**config.mk**
```make
export PLATFORM = sky130hd
export DESIGN_NAME = dsc_trim_engine
export DESIGN_NICKNAME = d
export VERILOG_FILES = /design/src/rtl/dsc_trim_pkg.sv /design/src/rtl/dsc_trim_targets.sv /design/src/rtl/dsc_trim_judge.sv /design/src/rtl/dsc_trim_sar_step.sv /design/src/rtl/dsc_trim_engine.sv
export SDC_FILE = /design/constraint.sdc
export NUM_CORES = 1
export LEC_CHECK = 0
export ABC_AREA = 1
export ABC_CLOCK_PERIOD_IN_PS = 2200
export BUFFER_PORTS_ARGS = -buffer_cell sky130_fd_sc_hd__buf_4
export CAP_MARGIN = 25
export CORE_MARGIN = 5
export CORE_UTILIZATION = 50
export CTS_CLUSTER_DIAMETER = 50
export DETAILED_ROUTE_END_ITERATION = 8
export PLACE_DENSITY_LB_ADDON = 0.25
export REMOVE_ABC_BUFFERS = 1
export SLEW_MARGIN = 20
export SYNTH_ARGS = -nofsm -noshare
export SYNTH_HDL_FRONTEND = slang
export SYNTH_HIERARCHICAL = 1
export SYNTH_SLANG_ARGS = --single-unit
```
**constraint.sdc**
```tcl
create_clock -name clk -period 2.2 [get_ports clk]
set_input_delay 0.55 -clock clk [delete_from_list [all_inputs] [get_ports clk]]
set_output_delay 0.55 -clock clk [all_outputs]
set_load 0.02 [all_outputs]
```
**src/rtl/dsc_trim_pkg.sv**
```systemverilog
package dsc_trim_pkg;
  typedef enum logic [2:0] {
    ST_IDLE,
    ST_ID_REQ,
    ST_ID_WAIT,
    ST_GM_REQ,
    ST_GM_WAIT
  } trim_st_e;
endpackage

```
**src/rtl/dsc_trim_targets.sv**
```systemverilog
module dsc_trim_targets #(
  parameter int          CNT_W  = 13,
  parameter int unsigned FS_DEF = 4095,
  parameter int unsigned BG_DEF = 2457
) (
  input  logic             clk,
  input  logic             rst_n,
  input  logic             fs_we,
  input  logic             bg_we,
  input  logic [CNT_W-1:0] wdata,
  output logic [CNT_W-1:0] fs_tgt,
  output logic [CNT_W-1:0] bg_tgt
);
  localparam logic [CNT_W-1:0] FS_RST = CNT_W'(FS_DEF);
  localparam logic [CNT_W-1:0] BG_RST = CNT_W'(BG_DEF);

  always_ff @(posedge clk or negedge rst_n) begin
    if (!rst_n) begin
      fs_tgt <= FS_RST;
      bg_tgt <= BG_RST;
    end else begin
      if (fs_we) fs_tgt <= wdata;
      if (bg_we) bg_tgt <= wdata;
    end
  end
endmodule

```
**src/rtl/dsc_trim_judge.sv**
```systemverilog
module dsc_trim_judge #(
  parameter int CNT_W = 13
) (
  input  logic             gm_phase,
  input  logic [CNT_W-1:0] count,
  input  logic             ovf,
  input  logic [CNT_W-1:0] fs_tgt,
  input  logic [CNT_W-1:0] bg_tgt,
  output logic             keep
);
  logic id_keep;
  logic gm_keep;

  // Discharge: long count means current too low -> keep the bit (more current).
  assign id_keep = ovf || (count >= fs_tgt);
  // Transconductor: long count means gm too high -> clear the bit.
  assign gm_keep = !ovf && (count <= bg_tgt);
  assign keep    = gm_phase ? gm_keep : id_keep;
endmodule

```
**src/rtl/dsc_trim_sar_step.sv**
```systemverilog
module dsc_trim_sar_step #(
  parameter int CODE_W = 10
) (
  input  logic [CODE_W-1:0] code,
  input  logic [CODE_W-1:0] mask,
  input  logic              keep,
  output logic [CODE_W-1:0] code_nxt,
  output logic [CODE_W-1:0] mask_nxt,
  output logic              last
);
  assign mask_nxt = mask >> 1;
  assign code_nxt = (keep ? code : (code & ~mask)) | mask_nxt;
  assign last     = mask[0];
endmodule

```
**src/rtl/dsc_trim_engine.sv**
```systemverilog
module dsc_trim_engine
  import dsc_trim_pkg::*;
#(
  parameter int          CODE_W = 10,
  parameter int          CNT_W  = 13,
  parameter int unsigned FS_DEF = 4095,
  parameter int unsigned BG_DEF = 2457
) (
  input  logic              clk,
  input  logic              rst_n,
  input  logic              cal_start_i,
  input  logic              fs_tgt_we_i,
  input  logic              bg_tgt_we_i,
  input  logic [CNT_W-1:0]  tgt_data_i,
  output logic              seq_start_o,
  output logic              seq_mode_o,
  input  logic              seq_done_i,
  input  logic [CNT_W-1:0]  seq_count_i,
  input  logic              seq_ovf_i,
  output logic [CODE_W-1:0] id_trim_o,
  output logic [CODE_W-1:0] gm_trim_o,
  output logic              busy_o,
  output logic              done_o,
  output logic              fail_o
);
  localparam logic [CODE_W-1:0] MID = {1'b1, {(CODE_W-1){1'b0}}};

  trim_st_e          st_q, st_d;
  logic [CODE_W-1:0] idw_q, idw_d, gmw_q, gmw_d;
  logic [CODE_W-1:0] idh_q, idh_d, gmh_q, gmh_d;
  logic [CODE_W-1:0] mask_q, mask_d;
  logic              done_d, fail_d;
  logic              work_en, hold_en;

  logic [CNT_W-1:0]  fs_tgt, bg_tgt;
  logic              gm_phase, keep, last;
  logic [CODE_W-1:0] step_code, step_mask, cur_code;

  dsc_trim_targets #(.CNT_W(CNT_W), .FS_DEF(FS_DEF), .BG_DEF(BG_DEF)) u_tgt (
    .clk    (clk),
    .rst_n  (rst_n),
    .fs_we  (fs_tgt_we_i),
    .bg_we  (bg_tgt_we_i),
    .wdata  (tgt_data_i),
    .fs_tgt (fs_tgt),
    .bg_tgt (bg_tgt)
  );

  assign gm_phase = (st_q == ST_GM_REQ) || (st_q == ST_GM_WAIT);
  assign cur_code = gm_phase ? gmw_q : idw_q;

  dsc_trim_judge #(.CNT_W(CNT_W)) u_judge (
    .gm_phase (gm_phase),
    .count    (seq_count_i),
    .ovf      (seq_ovf_i),
    .fs_tgt   (fs_tgt),
    .bg_tgt   (bg_tgt),
    .keep     (keep)
  );

  dsc_trim_sar_step #(.CODE_W(CODE_W)) u_step (
    .code     (cur_code),
    .mask     (mask_q),
    .keep     (keep),
    .code_nxt (step_code),
    .mask_nxt (step_mask),
    .last     (last)
  );

  // Next-state logic
  always_comb begin
    st_d    = st_q;
    idw_d   = idw_q;
    gmw_d   = gmw_q;
    mask_d  = mask_q;
    idh_d   = idh_q;
    gmh_d   = gmh_q;
    fail_d  = fail_o;
    done_d  = 1'b0;
    work_en = 1'b0;
    hold_en = 1'b0;
    unique case (st_q)
      ST_IDLE: if (cal_start_i) begin
        st_d    = ST_ID_REQ;
        idw_d   = MID;
        gmw_d   = MID;
        mask_d  = MID;
        fail_d  = 1'b0;
        work_en = 1'b1;
      end
      ST_ID_REQ: st_d = ST_ID_WAIT;
      ST_ID_WAIT: if (seq_done_i) begin
        work_en = 1'b1;
        idw_d   = step_code;
        mask_d  = last ? MID : step_mask;
        st_d    = last ? ST_GM_REQ : ST_ID_REQ;
      end
      ST_GM_REQ: st_d = ST_GM_WAIT;
      ST_GM_WAIT: if (seq_done_i) begin
        work_en = 1'b1;
        gmw_d   = step_code;
        mask_d  = step_mask;
        st_d    = ST_GM_REQ;
        if (last) begin
          st_d    = ST_IDLE;
          hold_en = 1'b1;
          idh_d   = idw_q;
          gmh_d   = step_code;
          done_d  = 1'b1;
          fail_d  = (&idw_q) || (~|idw_q) || (&step_code) || (~|step_code);
        end
      end
      default: st_d = ST_IDLE;
    endcase
  end

  // Registers
  always_ff @(posedge clk or negedge rst_n) begin
    if (!rst_n) begin
      st_q   <= ST_IDLE;
      done_o <= 1'b0;
      fail_o <= 1'b0;
    end else begin
      st_q   <= st_d;
      done_o <= done_d;
      fail_o <= fail_d;
    end
  end

  always_ff @(posedge clk or negedge rst_n) begin
    if (!rst_n) begin
      idw_q  <= MID;
      gmw_q  <= MID;
      mask_q <= MID;
    end else if (work_en) begin
      idw_q  <= idw_d;
      gmw_q  <= gmw_d;
      mask_q <= mask_d;
    end
  end

  always_ff @(posedge clk or negedge rst_n) begin
    if (!rst_n) begin
      idh_q <= MID;
      gmh_q <= MID;
    end else if (hold_en) begin
      idh_q <= idh_d;
      gmh_q <= gmh_d;
    end
  end

  assign busy_o      = (st_q != ST_IDLE);
  assign seq_start_o = (st_q == ST_ID_REQ) || (st_q == ST_GM_REQ);
  assign seq_mode_o  = gm_phase;
  assign id_trim_o   = busy_o ? idw_q : idh_q;
  assign gm_trim_o   = gm_phase ? gmw_q : gmh_q;
endmodule

```
==> results by group <==
Die
  – Die height: 108 um
  – # rows: 35
  – Core area: 9280 um2
  – Die ar.: 11600 um2
  – Die extent in x: 108 um
  – Initial core utilization: 51.4%
  – Top Ports: 58

Timing
  – Fmax: 379 MHz
  – Minimum clock period: 2.64 ns
  – Hold Slack: 0.128 ns
  – Setup ws final: -0.439 ns
  – Final setup viols: 35
  – RSZ-0062 raised after global routing: true
  – Fin. max-slew vios: 0
  – Clk_skew: 0.0156 ns
  – Hold Fails Final Rpt: 0
  – Crit share post-route: 120%

Routing
  – Vias: 4475
  – # DRC: 0
  – Post-route ant nets: 0
  – 1st-iter DRT viols: 305
  – Routed wire length: 13400 um
  – Drt via density: 5.19
  – Drt pass-1 iters: 6
  – Wire per inst: 15.6 um

Placement
  – RD Place Congestion: 0.887
  – Place WS: -0.424 ns
  – Dpl cells: 832
  – I/O Buffers: 57
  – Hpwl dp: 8350 um

Yosys
  – Share of the synthesized area in the top cell type: 30.4%
  – Seq cells post-synth: 81
  – Commonest cells in the netlist: nand2_1, inv_1, dfrtp_1
  – Cell variety after synth: 26
  – Top post-synthesis cells by area: dfrtp_1, nand2_1, dfstp_2
  – Ys async rst share: 100%
  – Synth Cell Area: 4770 um2
  – Post-Syn Area per Cell: 7.33 um2
  – Most frequent cell after synthesis: nand2_1
  – Top FF cell, synth: dfrtp_1
  – YS warnings: 6
  – Cell taking the most area after synthesis: dfrtp_1
  – Sequential fraction of the synthesis area: 43.1%
  – EDFF count, synth: 0
  – Cells after Synth: 651

Clock network
  – CTS tree: yes
  – Hold Buf Count CTS: 0
  – Clk_lat worst skew: 0.37 ns
  – CTS max path bufs: 2
  – CTS Buf Count: 9
  – H-tree Lvls: 3
  – Clock transition at path regs: 0.08 ns
  – Clk root buf: clkbuf_8
  – Clock tree sinks: 81

Setup path
  – Crit Path Class: flip-flop to flip-flop
  – Worst EP required: 2.50 ns
  – RR Endpoint: fail_o
  – R2R cell count: 22
  – RR Startpoint: u_tgt/fs_tgt[11]
  – Crit path max fanout: 5
  – Worst Path Arrival: 2.94 ns
  – Critical Path Start Type: flip-flop
  – Worst setup EP type: flip-flop
  – R2R Setup Slk: -0.44 ns

Power
  – Pwr Density: 933 nW/um2
  – VDD IR max: 0.592 mV
  – PnR Total Power: 5910 uW
  – Pleak: 0.00331 uW

Layout
  – Finished Core Util: 68.2%
  – Antenna fix cells: 0
  – Final net count: 787
  – Post-route insts no fill: 862
  – Fraction of layout cells with a size suffix above 1: 35.1%
  – Layout fillers: 747
  – Area growth syn-to-layout: 32.7%

Global routing
  – Grt total ovfl: 0
  – First-pass GRT wire length: 20300 um
  – Largest net degree at the start of global routing: 49
  – Initial antenna violation count: 0
  – Total track usage: 21.8%
  – Vias in the first global route: 4357

Run status
  – Status: finished with violations
  – Failing checks: setup timing

Hold path
  – Hold Path Class: input pin to asynchronous set/reset pin

Run
  – Total of max-cap violations: 0
==> power by group <==
part | internal [uW] | switching (uW)
combinational | 1120 | 1700
sequential | 1660 | 119
clock | 755 | 555
==> logic make-up (layout without fill, tap and decap cells) <==
group / after synthesis / after routing / share of synthesized area, %
AOI/OAI and AO/OA: 59 / 59 / 7.31
adders and majority gates: 26 / 26 / 6.82
buffers and inverters: 109 / 191 / 10.8
DFF: 81 / 81 / 43.1
other: 1 / 1 / 0.0786
and+or+nand+nor: 375 / 375 / 31.9
==> how the worst max path moves through the flow <==
stage / slack, ns / startpoint / to / depth (start not counted)
CTS: -0.30 / u_tgt/fs_tgt[9] / fail_o / 22
global route: -0.58 / u_tgt/fs_tgt[11] / fail_o / 22
global placement: -0.29 / seq_count_i[2] / fail_o / 20
detailed placement: -0.42 / seq_count_i[4] / fail_o / 22
floorplan: -0.58 / st_q[2] / fail_o / 16
finish: -0.44 / u_tgt/fs_tgt[11] / fail_o / 22
==> sequential cells by signal, summed over array words and instances (netlist names) <==
register      cells
u_tgt/bg_tgt     13
u_tgt/fs_tgt     13
gmh_q            10
gmw_q            10
idh_q            10
idw_q            10
mask_q           10
st_q              3
done_o            1
fail_o            1
==> layout make-up <==
| class | instances | area, um2 | area share [%] |
|---|---|---|---|
| well taps | 129 | 161 | 2.55 |
| inverters | 78 | 295 | 4.66 |
| clock buffers | 11 | 131 | 2.07 |
| flip-flops and latches | 81 | 2060 | 32.5 |
| repair buffers | 96 | 911 | 14.4 |
| repair inverters | 1 | 7.51 | 0.119 |
| multi-input cells | 461 | 2670 | 42.1 |
| clock inverters | 5 | 104 | 1.64 |
==> critical path: stages (launching register included) <==
cell and delay [ns]:
dfstp_2 0.55, inv_2 0.04, ha_4 0.27, nand2_4 0.05, nor2_4 0.11, inv_2 0.04, nor2_2 0.11, nand2_1 0.07
nand4_1 0.08, nand2_1 0.06, nand2_2 0.13, clkinvlp_4 0.20, nand2_1 0.11, nand2_1 0.07, nand2_2 0.11, nand2_1 0.07
nor2_1 0.13, nand2_1 0.07, nor2_1 0.08, nor2_1 0.05, nand2_1 0.05, nand2_1 0.04, nand2_1 0.06
==> metrics by stage <==
stage	setup TNS (ns)	cell area (um2)
2_1_floorplan	-10.43	4550
3_3_place_gp	-3.50	5370
3_5_place_dp	-5.49	5370
4_1_cts	-1.40	5870
5_1_grt	-7.26	6330
6_report	-3.33	6330
==> layer usage <==
layer	up-vias	share of wire [%]	track usage (%)
met3	24	5.9	3.72
met5	-	0	0
li1	2172	-	-
met4	0	2.0	8.66
met2	147	48	35.4
met1	2132	44	29.0
==> what timing repair did <==
item	4_1_cts	5_1_grt
gates resized for setup	50	109
pin swaps	42	45
buffers inserted	2	13
gates cloned	1	3
setup endpoints to repair	40	52
==> layout by cell type, fill, tap and decap left out <==
| cell | n |
|---|---|
| inv_1 | 56 |
| clkinv_4 | 1 |
| clkbuf_1 | 2 |
| inv_4 | 1 |
| bufinv_16 | 3 |
| nor2_2 | 7 |
| o21ai_2 | 23 |
| buf_8 | 1 |
| clkbuf_16 | 2 |
| ha_4 | 15 |
| ha_1 | 11 |
| clkinv_2 | 1 |
| buf_12 | 4 |
| nand2_1 | 237 |
| dfstp_2 | 23 |
| o21ai_1 | 11 |
| clkbuf_8 | 9 |
| o21bai_1 | 1 |
| a21boi_4 | 1 |
| o21ai_0 | 13 |
| nand3b_1 | 1 |
| nand3_2 | 2 |
| nor2_1 | 20 |
| nand3_4 | 1 |
| nand2_2 | 33 |
| inv_2 | 21 |
| buf_4 | 63 |
| nor2_4 | 4 |
| clkinvlp_4 | 1 |
| nand2_4 | 14 |
| nand4_1 | 7 |
| or2_2 | 1 |
| buf_6 | 26 |
| dfrtp_1 | 58 |
| nand3_1 | 48 |
| a21oi_1 | 10 |
| conb_1 | 1 |
No activity file was read; power rests on OpenSTA's default activity.
